<file path="src/rtl/sdram_burst_path.sv">
module sdram_burst_path #(
  parameter int COL_W  = 8,
  parameter int DATA_W = 16
) (
  input  logic              clk,
  input  logic              rst_n,
  input  logic              cmd_valid,
  input  logic              cmd_write,
  input  logic [COL_W-1:0]  cmd_col,
  input  logic [2:0]        burst_len,
  input  logic              cas_lat,
  input  logic [DATA_W-1:0] wr_data,
  input  logic              beat_mask,
  input  logic              burst_stop,
  input  logic [DATA_W-1:0] dq_in,
  output logic [COL_W-1:0]  col_addr,
  output logic              dqm,
  output logic [DATA_W-1:0] dq_out,
  output logic              dq_oe,
  output logic              rd_valid,
  output logic [DATA_W-1:0] rd_data
);

  localparam logic [COL_W-1:0] ROW_WRAP = '1;

  logic [COL_W-1:0] wrap_sel, wrap_r, cur_col, remain, base_col, base_wrap, next_col;
  logic             full_sel, full_r, busy_r, wr_r;
  logic             stop_now, beat, beat_wr, wr_beat, rd_beat;
  logic [2:0]       rd_pipe;
  logic             rd_tap, mask_d1;

  always_comb begin
    full_sel = 1'b0;
    case (burst_len)
      3'd0:    wrap_sel = '0;
      3'd1:    wrap_sel = COL_W'(1);
      3'd2:    wrap_sel = COL_W'(3);
      3'd3:    wrap_sel = COL_W'(7);
      default: begin wrap_sel = ROW_WRAP; full_sel = 1'b1; end
    endcase
  end

  assign stop_now  = busy_r & full_r & burst_stop & ~cmd_valid;
  assign beat      = cmd_valid | (busy_r & ~stop_now);
  assign beat_wr   = cmd_valid ? cmd_write : wr_r;
  assign wr_beat   = beat & beat_wr;
  assign rd_beat   = beat & ~beat_wr;
  assign base_col  = cmd_valid ? cmd_col : cur_col;
  assign base_wrap = cmd_valid ? wrap_sel : wrap_r;
  assign next_col  = (base_col & ~base_wrap) | ((base_col + 1'b1) & base_wrap);

  assign col_addr = base_col;
  assign dq_oe    = wr_beat;
  assign dq_out   = wr_data;
  assign dqm      = wr_beat ? beat_mask : (cas_lat ? mask_d1 : (rd_beat & beat_mask));
  assign rd_tap   = cas_lat ? rd_pipe[2] : rd_pipe[1];

  always_ff @(posedge clk or negedge rst_n) begin
    if (!rst_n) begin
      wrap_r  <= '0;
      cur_col <= '0;
      remain  <= '0;
      full_r  <= 1'b0;
      busy_r  <= 1'b0;
      wr_r    <= 1'b0;
    end else if (cmd_valid) begin
      wrap_r  <= wrap_sel;
      full_r  <= full_sel;
      wr_r    <= cmd_write;
      remain  <= wrap_sel;
      busy_r  <= full_sel | (wrap_sel != '0);
      cur_col <= next_col;
    end else if (busy_r) begin
      if (stop_now) begin
        busy_r <= 1'b0;
      end else begin
        cur_col <= next_col;
        if (!full_r) begin
          remain <= remain - 1'b1;
          busy_r <= (remain != COL_W'(1));
        end
      end
    end
  end

  always_ff @(posedge clk or negedge rst_n) begin
    if (!rst_n) begin
      rd_pipe  <= '0;
      mask_d1  <= 1'b0;
      rd_valid <= 1'b0;
      rd_data  <= '0;
    end else begin
      rd_pipe  <= {rd_pipe[1:0], rd_beat & ~beat_mask};
      mask_d1  <= rd_beat & beat_mask;
      rd_valid <= rd_tap;
      if (rd_tap) rd_data <= dq_in;
    end
  end

endmodule


</file>
<file path="config.mk">
export PLATFORM = sky130hd
export DESIGN_NAME = sdram_burst_path
export DESIGN_NICKNAME = d
export VERILOG_FILES = /design/src/rtl/sdram_burst_path.sv
export SDC_FILE = /design/constraint.sdc
export NUM_CORES = 1
export LEC_CHECK = 0
export ABC_AREA = 1
export BUFFER_PORTS_ARGS = -buffer_cell sky130_fd_sc_hd__buf_2
export CAP_MARGIN = 20
export CORE_ASPECT_RATIO = 0.5
export CORE_MARGIN = 2
export CORE_UTILIZATION = 53
export CTS_CLUSTER_SIZE = 8
export DETAILED_ROUTE_END_ITERATION = 10
export PLACE_DENSITY_LB_ADDON = 0.2
export SETUP_SLACK_MARGIN = 0.02
export SYNTH_ARGS = -nofsm -noshare
export SYNTH_HDL_FRONTEND = slang
export SYNTH_SLANG_ARGS = --single-unit
</file>
<file path="constraint.sdc">
create_clock -name clk -period 2.5 [get_ports clk]
set_clock_uncertainty 0.05 [all_clocks]
set_input_delay 0.125 -clock clk [delete_from_list [all_inputs] [get_ports clk]]
set_output_delay 0.125 -clock clk [all_outputs]
set_load 0.01 [all_outputs]
</file>
# Yosys cells after proc, flatten, opt, wreduce, memory -nomap -nowiden
# Cells that the tools add are included.
dict set report totals {
  regBits 48
  input_bits 50
  output_inout_bits 43
  elab_cells 61
}
dict set report classes {
  add_sub_neg 2
  n_eq_ne 6
  muxes 19
  n_bitwise 18
  n_reduce_logical 6
}
# operator n
set ops {}
lappend ops {{two-way mux 8 bit} 9}
lappend ops {{case mux 8 bit (4 select lines)} 1}
lappend ops {{bitwise AND 8 bit} 2}
lappend ops {{two-way mux 1 bit} 9}
lappend ops {{adder 8 x 1 -> 8 bit, second input constant} 1}
lappend ops {{bitwise AND 1 bit} 8}
lappend ops {{!= test 8 x 1 -> 1 bit, second input constant} 1}
lappend ops {{NOT 8 bit} 1}
lappend ops {{OR 8 bit} 1}
lappend ops {{nonzero test 8 bit} 1}
lappend ops {{subtractor 8 x 1 -> 8 bit, second input constant} 1}
lappend ops {{== test 3 x 2 -> 1 bit, second input constant} 2}
lappend ops {{!= test 2 bit, second input constant} 2}
lappend ops {{NOT 1 bit} 4}
lappend ops {{OR reduction 4 bit} 1}
lappend ops {{== test 3 x 1 -> 1 bit, second input constant} 1}
lappend ops {{zero test 3 bit} 1}
lappend ops {{AND reduction 3 bit} 1}
lappend ops {{OR 1 bit} 2}
lappend ops {{AND reduction 2 bit} 1}
lappend ops {{nonzero test 2 bit} 1}

# Longest topological paths before layout
# Gate-level depths: netlist of the first run.
dict set report logic_depth {
  ltp_word 10
  ltp_mapped 11
  ltp_nobuf 11
}

# Worst setup path before layout of the first run
# Ideal clock, no wire load.
dict set report synth_timing {
  path_kind {reg2reg}
  startpoint {reg cur_col[0]}
  endpoint {reg cur_col[6]}
  setup_time_ns 0.117
  arrival_time_ns 1.242
  required_ns 2.333
  slack_ns 1.090
  path_stages_with_launch 10
  n_path_buf 0
  period_less_slack_ns 1.410
  path_cell_list {dfrtp_1 -> o21ai_2 -> inv_1 -> ha_1 -> nand2_2 -> nor2_4 -> nand3_1 -> nand2_1 -> nand3_1 -> nand2_1}
}
dict set report synth_between {
  elab_chain_cells 7
}
# item line
set synth_rtl {}
lappend synth_rtl {{start: declaration} 26} ;# logic [COL_W-1:0] wrap_sel, wrap_r, cur_col, remain, base_col, base_wrap, next_col;
lappend synth_rtl {{start signal: assignment} 72} ;# cur_col <= next_col;
lappend synth_rtl {{start signal: assignment} 77} ;# cur_col <= next_col;
lappend synth_rtl {{two-way mux 8 bit (*)} 48} ;# assign base_col = cmd_valid ? cmd_col : cur_col;
lappend synth_rtl {{via col_addr[0]} 16} ;# output logic [COL_W-1:0] col_addr,
lappend synth_rtl {{adder 8 x 1 -> 8 bit (*)} 50} ;# assign next_col = (base_col & ~base_wrap) | ((base_col + 1'b1) & base_wrap);
lappend synth_rtl {{bitwise AND 8 bit (*)} 50}
lappend synth_rtl {{OR 8 bit (*)} 50}
lappend synth_rtl {{two-way mux 8 bit} 74} ;# if (stop_now) begin
lappend synth_rtl {{two-way mux 8 bit} 73} ;# end else if (busy_r) begin
lappend synth_rtl {{two-way mux 8 bit (*)} 66} ;# end else if (cmd_valid) begin
# The timed path passes the listed nets; every way through them passes the cells marked *. The select of a mux whose other input is x is not followed.
# A chain may end at the register's enable or synchronous reset.

# Worst setup path after layout of the first run
dict set report layout_timing {
  startpoint {reg busy_r}
  endpoint {out dqm}
}
dict set report layout_between {
  elab_chain_cells 10
  word_cells_on_any_way 11
  classes_between {mux: 2; bitwise: 9}
}
# item line
set layout_rtl {}
lappend layout_rtl {{start: declaration} 27} ;# logic full_sel, full_r, busy_r, wr_r;
lappend layout_rtl {{start signal: assignment} 71} ;# busy_r <= full_sel | (wrap_sel != '0);
lappend layout_rtl {{start signal: assignment} 80} ;# busy_r <= (remain != COL_W'(1));
lappend layout_rtl {{bitwise AND 1 bit (3 in series)} 43} ;# assign stop_now = busy_r & full_r & burst_stop & ~cmd_valid;
lappend layout_rtl {{NOT 1 bit} 44} ;# assign beat = cmd_valid | (busy_r & ~stop_now);
lappend layout_rtl {{bitwise AND 1 bit (*)} 44}
lappend layout_rtl {{OR 1 bit (*)} 44}
lappend layout_rtl {{bitwise AND 1 bit} 47} ;# assign rd_beat = beat & ~beat_wr;
lappend layout_rtl {{bitwise AND 1 bit} 55} ;# assign dqm = wr_beat ? beat_mask : (cas_lat ? mask_d1 : (rd_beat & beat_mask));
lappend layout_rtl {{two-way mux 1 bit} 55}
lappend layout_rtl {{two-way mux 1 bit (*)} 55}
lappend layout_rtl {{end: declaration} 17} ;# output logic dqm,
# Every way passes the cells marked *; elsewhere a longest branch is shown, timed or not.

==> reports/metrics.yaml, run 1 <==
hold_path:
  hp-start: "dq_in[7]"
  whs_endpoint: "rd_data[7]"
  hold_class: "in2reg"
  min_path_cells: 2
worst_setup_path:
  r2r-end: "cur_col[6]"
  cp.required_ns: 2.33
  crit_type: "reg2out"
  endpoint_kind: "primary output"
  startpoint_type: "flip-flop"
  reg2regPathDepth: 6
  regToRegStartpoint: "busy_r"
  r2r_slack_ns: 0.89
  crit_fanout: 14
  worstPathArrival_ns: 1.97
logic_synthesis:
  postSynthAreaPerCell_um2: 9.20
  yosysWarnings: 0
  yosysTopAreaCellShare_pct: 48.5
  synth_top_family_by_area: "simple AND/OR/NAND/NOR gates"
  ys_seq_area_share_pct: 48.5
  synth_area_leaders: "dfrtp_1 (49%), nand2_1 (8.8%), mux2_2 (7.3%)"
  ys_dominant_reg_cell: "dfrtp_1"
  synth_compound_area_share_pct: 8.29
  synth-seq-cells: 48
  synth_fa_ha_area_share_pct: 1.52
  synth_most_common_cell: "nand2_1"
  yosys.area.top_type: "dfrtp_1"
  synth_cell_types: 28
  syn-cell-area_um2: 2480
  synthCells: 269
  synthMuxAreaShare_pct: 7.28
  syn-num-nets: 322
  synth_edf_count: 0
  yosys-top-cells-count: "nand2_1 (58), dfrtp_1 (48), inv_1 (25), buf_4 (18), mux2_2 (16)"
  async_flop_share_pct: 100
  synth_xor_area_share_pct: 1.06
  synth-simple-area-share_pct: 21.8
layout:
  drive_gt1_share_pct: 35.5
  ff_latch_area_um2: 1200
  fill_cells: 362
  diodes: 0
  area.growth.synth_to_final_pct: 13.1
  final_util_pct: 63.0
  nets: 370
  multi_input_area_um2: 990
  fin_cells: 375
route:
  dr_total_vias: 1959
  wl_per_cell_um: 13.5
  drt_iter0_drc: 80
  drc_errors: 0
  dr.pass1.iters: 4
  via_per_inst: 5.22
  postRouteAntennaNets: 0
  routed_wl_um: 5080
timing:
  slew_viol_final: 0
  hold_violations: 0
  timing.fmax_ghz: 0.467
  slew_headroom_pct: 61.5
  finalSetupViolCount: 0
  fin_ws_ns: 0.359
  min_period_over_period_pct: 85.6
  period_needed_ns: 2.14
  rsz0062_at_grt: "false"
  finalSetupTns_ns: 0
  worst_pin_slew_ns: 0.577
status:
  status: "complete, no violations"
global_route:
  grt_usage_pct: 20.2
  grt_overflow_total: 0
  grt_pass1_vias: 1838
  grt_max_degree: 28
  grt_antenna_before_repair: 0
  grt_pass1_wl_um: 8250
clock_network:
  clk_pin_slew_ns: 0.08
  cts.htree.levels: 2
  cts_buffer_depth: 2
  clkLatencyLatePin_ns: 0.29
  clock_sinks: 48
  cts_tree: "built"
  cts_buffers: 5
  cts_root_buf: "clkbuf_8"
power:
  leakage_nw: 1.45
  irDropWorstVdd_mv: 0.317
  powerDensity_nw_per_um2: 715
placement:
  dp_slack_ns: 0.550
  dp.cells: 365
  port_buffers: 60
  dp_hpwl_um: 3790
  gp_congestion: 0.912
die:
  rows: 17
  core_area_um2: 4450
  die_w_um: 101
  ios: 93
  die_h_um: 52.3
  start_util_pct: 55.7
  dieArea_um2: 5270
job:
  cap_violations: 0
[cell type report]
cell class	count	share of cell area [%]
multi-input combinational	168	35.3
sequential	48	42.9
inverter	30	4.02
tap	57	2.55
clock buffer	8	3.22
timing repair buffer	64	12.0
[cell families after synthesis]
family                     count (synthesis)
muxes                                     16
buffers and inverters                     53
adders and majority gates                  3
xor gates and xnor gates                   3
and+or+nand+nor                          112
DFF                                       48
AOI/OAI and AO/OA                         34
[metal layers]
metal | up-vias | wire, µm | track usage (%)
met5 | - | 0 | 0
met4 | 0 | 44 | 5.48
met3 | 6 | 371 | 4.40
met2 | 86 | 2430 | 36.3
met1 | 920 | 2230 | 24.9
li1 | 947 | - | -
[layout by cell type, fill, tap and decap left out]
master,count
buf_2,60
nand2_1,58
dfrtp_1,48
inv_1,25
mux2_2,16
nand3_1,14
nor2_1,13
a21oi_1,9
nand2_2,8
o21ai_0,8
o21ai_1,6
clkbuf_8,6
inv_2,5
nand2_4,5
o21ai_2,4
nand4_1,4
a22oi_1,4
nor2_2,3
nor3_1,3
xor2_1,3
ha_1,3
nor2_4,2
clkbuf_1,2
dlygate4sd3_1,2
buf_4,2
nand3_2,1
a21oi_2,1
or2_0,1
o31ai_1,1
a32oi_1,1
[registers in the layout (all words and copies together), names as in the netlist]
| name | count |
|---|---|
| rd_valid | 1 |
| busy_r | 1 |
| rd_pipe | 3 |
| cur_col | 8 |
| wr_r | 1 |
| rd_data | 16 |
| wrap_r | 8 |
| full_r | 1 |
| remain | 8 |
| mask_d1 | 1 |
[per-stage QoR]
step | cell area (µm²) | total power [mW] | hold WS (ns)
after floorplan | 2480 | 1.38 | -0.221
after global placement | 2690 | 1.53 | 0.0764
after detailed placement | 2690 | 1.56 | 0.0910
after CTS | 2800 | 2.02 | 0.00839
after global routing | 2800 | 2.14 | 0.00364
final | 2800 | 2.00 | 0.0128
[worst max-delay path, stage by stage (launching register included)]
cell and delay [ns]:
dfrtp_1 0.40, nand2_1 0.08, nand2_1 0.11, nor2_2 0.49, inv_2 0.17, nand2_1 0.14
nor2_2 0.05, nand2_1 0.05, a21oi_1 0.05, buf_2 0.14
[where the power goes]
group | leakage (nW) | switching (mW) | internal [mW]
sequential | 0.573 | 0.0735 | 0.919
combinational | 0.828 | 0.316 | 0.231
clock | 0.0455 | 0.238 | 0.226
[worst max-delay path by stage]
stage,startpoint,to,slack (ns),depth (start not counted)
after global placement,cmd_valid,dqm,0.63,10
after floorplan,cur_col[0],cur_col[6],1.09,9
after global routing,full_r,dqm,0.1,10
final,busy_r,dqm,0.36,9
after detailed placement,cmd_valid,dqm,0.55,10
after CTS,busy_r,dqm,0.36,9
[what timing repair did]
item | CTS | global route
resized for setup | 0 | 0
buffers inserted | 0 | 0
hold endpoints to repair | 22 | 0
hold buffers | 2 | 0
setup endpoints to repair | 0 | 0
Note: power is estimated with default switching activity, not from simulation.
==> inputs of run 2 (changes only) <==
Settings changed: CORE_UTILIZATION 53 to 49.
Clock period 2.5 ns to 2.2 ns, I/O delays scaled along.
==> run 2 against run 1 <==
  * Critical path depth unchanged
  * First-iteration DRC count down 5.0%
  * Setup slack worse by 0.050 ns
  * Final cell count up 6.9%
  * Register-to-register slack worse by 0.18 ns
  * Combinational power up 16%
==> reports/metrics.yaml, run 2 (synthesis gave the netlist of run 1 again) <==
timing:
  worst_pin_slew_ns: 0.599  # +0.0219 ns
  whs_ns: 0.00926  # -0.00359 ns
  hold_violations: 0  # unchanged
  min_period_over_period_pct: 85.9
  rsz0062_at_grt: "false"
  timing.fmax_ghz: 0.529
  period_needed_ns: 1.89
  finalSetupViolCount: 0  # unchanged
  slew_headroom_pct: 60.0  # -1.4 points
  finalSetupTns_ns: 0  # unchanged
  slew_viol_final: 0  # unchanged
die:
  start_util_pct: 50.7  # -5.0 points
  die_w_um: 105  # +3.8%
  dieArea_um2: 5670  # +7.7%
  die_h_um: 54.3  # +3.7%
  rows: 18  # +1
  core_area_um2: 4890  # +9.9%
  ios: 93  # unchanged
clock_network:
  cts.htree.levels: 2  # unchanged
  cts_setup_buffers: 0  # unchanged
  cts_root_buf: "clkbuf_8"
  clock_sinks: 48  # unchanged
  cts_buffer_depth: 2  # unchanged
  cts_tree: "built"
  cts_buffers: 5  # unchanged
  clk_pin_slew_ns: 0.09  # about the same
  clkLatencyLatePin_ns: 0.30  # about the same
worst_setup_path:
  startpoint_type: "flip-flop"
  r2r_slack_ns: 0.71  # -0.18 ns
  r2r-end: "remain[3]"
  reg2regPathDepth: 8  # +2
  crit_path_start: "full_r"
  endpoint_kind: "primary output"
  cp.required_ns: 2.04  # -0.29 ns
  crit_fanout: 13  # -1
  regToRegStartpoint: "full_r"
  crit_type: "reg2out"
  crit_end: "dqm"
  worstPathArrival_ns: 1.73  # -0.24 ns
power:
  p_seq_share_pct: 47.7  # -1.8 points
  leakage_nw: 1.52  # +4.8%
  clkPwrFrac_pct: 25.3  # +2.2 points
  p_sw_share_pct: 30.0  # -1.3 points
  powerDensity_nw_per_um2: 794  # +11%
  irDropWorstVdd_mv: 0.388  # +23%
  p_switching_mw: 0.708  # +13%
  internal_power_mw: 1.65  # +20%
  pwr-share-comb_pct: 27.0  # -0.3 points
layout:
  fill_cells: 413  # +14%
  top_register: "rd_data"
  nets: 385  # +4.1%
  diodes: 0  # unchanged
  final_cell_mix: "buf_2 (60), nand2_1 (58), dfrtp_1 (48)"
  largest_reg_flops: 16  # unchanged
  area.growth.synth_to_final_pct: 20.0
  final_common_cell: "buf_2"
  drive_gt1_share_pct: 34.7  # -0.79 points
global_route:
  grt_antenna_before_repair: 0  # unchanged
  grt_max_degree: 49  # +75%
  grt_overflow_total: 0  # unchanged
  grt_usage_pct: 18.9  # -1.3 points
  top_usage_layer: "met2"
  met3_usage_pct: 5.00  # +0.60 points
  grt_pass1_wl_um: 8320  # +0.92%
  met1_usage_pct: 21.7  # -3.1 points
  grt_use_met2_pct: 35.5  # -0.82 points
  grt_pass1_vias: 1892  # +2.9%
status:
  status: "complete, no violations"
placement:
  gp_congestion: 0.849  # -6.9%
  dp_hpwl_um: 3660  # -3.6%
  port_buffers: 60  # unchanged
route:
  wl_per_cell_um: 12.7  # -6.0%
  routed_wl_um: 5100  # +0.51%
  drt_iter0_drc: 76  # -5.0%
  dr.pass1.iters: 4  # unchanged
  via_per_inst: 4.91  # -6.0%
  postRouteAntennaNets: 0  # unchanged
  drc_errors: 0  # unchanged
  dr_total_vias: 1970  # +0.56%
hold_path:
  hold_class: "in2reg"
job:
  cap_violations: 0  # unchanged
run 2: cell count changes in the layout (fill, tap and decap cells not counted):
cell / before / now
bufinv_16: 0 / 1
dlygate4sd3_1: 2 / 15
buf_4: 2 / 4
clkbuf_1: 2 / 0
clkbuf_8: 6 / 5
run 2: layout make-up:
| type | count | area [µm²] | share of cell area (%) |
|---|---|---|---|
| sequential | 48 | 1200 | 40.4 |
| timing repair buffer | 79 | 480 | 16.2 |
| tap | 70 | 87.6 | 2.95 |
| inverter | 30 | 113 | 3.79 |
| multi-input combinational | 168 | 990 | 33.3 |
| clock inverter | 1 | 30.0 | 1.01 |
| clock buffer | 5 | 68.8 | 2.32 |
run 2: worst min path at each step:
stage / start / depth (start not counted) / endpoint / slack [ns]
after floorplan: rst_n / 0 / busy_r / -0.24
after global placement: wr_data[12] / 0 / dq_out[12] / 0.17
after detailed placement: wr_data[12] / 0 / dq_out[12] / 0.17
after CTS: dq_in[6] / 2 / rd_data[6] / 0.0005
after global routing: dq_in[4] / 2 / rd_data[4] / 0.009
final: dq_in[4] / 2 / rd_data[4] / 0.009
run 2: repair_timing:
action / 4_1_cts / 5_1_grt
hold endpoints to repair: 61 / 1
endpoints found under the setup margin: 0 / 0
hold buffers: 14 / 1
gates resized for setup: 0 / 0
run 2: power by group through the flow:
stage	sequential [mW]	combinational (mW)	clock [mW]
6_report	1.13	0.636	0.596
4_1_cts	1.12	0.640	0.616
3_5_place_dp	1.14	0.619	0
2_1_floorplan	1.17	0.391	0
3_3_place_gp	1.13	0.609	0
5_1_grt	1.15	0.714	0.648
run 2: through the flow:
| step | instances | utilization [%] | total power [mW] | instance area [µm²] | setup WS, ns |
|---|---|---|---|---|---|
| floorplan | 269 | - | 1.56 | 2480 | 0.790 |
| global placement | 380 | 55.7 | 1.74 | 2720 | 0.550 |
| detailed placement | 380 | 55.7 | 1.76 | 2720 | 0.501 |
| CTS | 400 | 60.6 | 2.38 | 2960 | 0.293 |
| global route | 401 | 60.8 | 2.51 | 2970 | 0.124 |
| finish | 401 | 60.8 | 2.36 | 2970 | 0.309 |
run 2: critical path, cell delays in order, from the launching register on:
cell,delay [ns]
dfrtp_1,0.37
inv_1,0.11
nand2_1,0.08
nand2_1,0.14
nor2_2,0.06
buf_4,0.18
nor2_1,0.16
a21oi_1,0.06
a21oi_1,0.13
buf_2,0.14
run 2: layer usage:
| metal | vias up | share of wire, % |
|---|---|---|
| li1 | 974 | - |
| met1 | 912 | 42 |
| met2 | 77 | 49 |
| met3 | 7 | 7.6 |
| met4 | 0 | 1.2 |
| met5 | - | 0 |
==> inputs of run 3 (changes only) <==
Settings changed: CAP_MARGIN 20 to 25, CELL_PAD_IN_SITES_DETAIL_PLACEMENT from default to 1, CELL_PAD_IN_SITES_GLOBAL_PLACEMENT from default to 1, CORE_UTILIZATION 49 to 36.
==> run 3 against run 2 <==
  * Combinational power up 1%
  * Via count decreased by 1.1%
  * Die area increased by 34%
  * Global-route usage fell by 1.7 points
  * Sequential power hardly changed
  * Non-clock buffer count decreased by 9
  * Setup slack got worse by 0.014 ns
  * Final cell count grew 3.5%
  * Hold slack got worse by 0.0043 ns
  * Utilization decreased by 16 points
  * Total power is 16% higher
  * Design area rose by 0.80%
==> reports/metrics.yaml, run 3 (synthesis gave the netlist of run 1 again) <==
status:
  status: "complete, no violations"
clock_network:
  cts_buffers: 5  # unchanged
  cts.htree.levels: 2  # unchanged
  cts_buffer_depth: 2  # unchanged
  cts.repair.resized: 0  # unchanged
  clkLatencyLatePin_ns: 0.29  # about the same
  clk_pin_slew_ns: 0.06  # -0.03 ns
  clock_sinks: 48  # unchanged
  cts_setup_buffers: 0  # unchanged
  hold_buffers: 5  # -9
  cts_root_buf: "clkbuf_16"
  cts_tree: "built"
worst_setup_path:
  reg2regPathDepth: 8  # unchanged
  startpoint_type: "flip-flop"
  endpoint_kind: "primary output"
  worstPathArrival_ns: 1.74  # about the same
  cp.required_ns: 2.04  # about the same
  crit_type: "reg2out"
  crit_fanout: 6  # -7
timing:
  min_period_over_period_pct: 86.6  # +0.62 points
  hold_violations: 0  # unchanged
  timing.fmax_ghz: 0.525  # -0.72%
  finalSetupViolCount: 0  # unchanged
  slew_headroom_pct: 58.6  # -1.5 points
  rsz0062_at_grt: "false"
  period_needed_ns: 1.90  # +0.0137 ns
  worst_pin_slew_ns: 0.621  # +0.0220 ns
  slew_viol_final: 0  # unchanged
  finalSetupTns_ns: 0  # unchanged
route:
  dr_total_vias: 1948  # -1.1%
  via_per_inst: 4.69  # -4.5%
  wl_per_cell_um: 14.3  # +13%
  drc_errors: 0  # unchanged
  drt_iter0_drc: 34  # -55%
  postRouteAntennaNets: 0  # unchanged
  dr.pass1.iters: 4  # unchanged
  routed_wl_um: 5940  # +17%
layout:
  nets: 376  # -2.3%
  largest_reg_flops: 16  # unchanged
  final_cell_mix: "buf_2 (60), nand2_1 (58), dfrtp_1 (48)"
  fin_cells: 415  # +3.5%
  area.growth.synth_to_final_pct: 20.9
  diodes: 0  # unchanged
  drive_gt1_share_pct: 35.9  # +1.2 points
  final_common_cell: "buf_2"
  top_register: "rd_data"
global_route:
  grt_max_degree: 49  # unchanged
  grt_pass1_wl_um: 10300  # +23%
  top_usage_layer: "met2"
  grt_antenna_before_repair: 0  # unchanged
  grt_usage_pct: 17.2  # -1.7 points
  met1_usage_pct: 22.6  # +0.92 points
  grt_pass1_vias: 2078  # +9.8%
  grt_overflow_total: 0  # unchanged
  met3_usage_pct: 4.29  # -0.71 points
  grt_use_met2_pct: 27.2  # -8.3 points
die:
  rows: 21  # +3
  die_h_um: 62.6  # +15%
  die_w_um: 121  # +16%
  start_util_pct: 37.1  # -14 points
  core_area_um2: 6670  # +37%
  dieArea_um2: 7600  # +34%
  ios: 93  # unchanged
job:
  cap_violations: 0  # unchanged
hold_path:
  min_path_cells: 2  # unchanged
  hold_class: "in2reg"
placement:
  port_buffers: 60  # unchanged
  dp.cells: 402  # +5.8%
  dp_hpwl_um: 4520  # +24%
  gp_congestion: 0.801  # -5.6%
power:
  leakage_nw: 1.52  # +0.15%
  powerDensity_nw_per_um2: 916  # +15%
  irDropWorstVdd_mv: 0.319  # -18%
==> run 3: path summary, 6_finish.rpt <==
check / startpoint / endpoint / slack, ns
worst max register to register: full_r / remain[3] / 0.61
min in group asynchronous: rst_n / wrap_r[6] / 0.39
worst min register to register: rd_pipe[0] / rd_pipe[1] / 0.30
worst max-delay path: full_r / dqm / 0.30
max in group asynchronous: rst_n / rd_data[10] / 1.28
worst min-delay path: dq_in[12] / rd_data[12] / 0.005
==> run 3: final cells by class <==
class                           count  area (µm²)
Fill cell                         787        3680
Sequential cell                    48        1200
Multi-Input combinational cell    168         990
Timing Repair Buffer               70         390
Clock buffer                        5         125
Tap cell                           92         115
Inverter                           30         113
Clock inverter                      2        60.1
==> run 3: per-layer routing <==
layer  part of all wire [%]  wire, µm
met1                     47      2810
met2                     44      2610
met3                    7.1       421
met4                    1.7       104
met5                      0         0
==> run 3: critical path: stages (launching register included) <==
cell     delay, ns
dfrtp_1       0.38
inv_1         0.10
nand2_1       0.08
nand2_1       0.15
nor2_2        0.10
inv_2         0.14
nand2_1       0.11
nor2_2        0.11
nand2_1       0.05
a21oi_1       0.11
buf_2         0.14
==> run 3: stage by stage <==
| step | hold slack, ns | power [mW] | utilization (%) | setup slack, ns | cell area, µm² |
|---|---|---|---|---|---|
| floorplan | -0.236 | 1.56 | - | 0.790 | 2480 |
| global placement | 0.170 | 1.76 | 41.2 | 0.659 | 2750 |
| detailed placement | 0.170 | 1.79 | 41.2 | 0.589 | 2750 |
| CTS | 0.000401 | 2.78 | 44.7 | 0.281 | 2980 |
| global route | 0.00238 | 2.92 | 44.9 | 0.0928 | 2990 |
| finish | 0.00501 | 2.74 | 44.9 | 0.295 | 2990 |
==> run 3: power by group <==
group | leakage (nW) | internal, mW | switching (mW)
combinational | 0.855 | 0.270 | 0.374
sequential | 0.573 | 1.05 | 0.0855
clock | 0.0899 | 0.645 | 0.322
total | 1.52 | 1.96 | 0.782
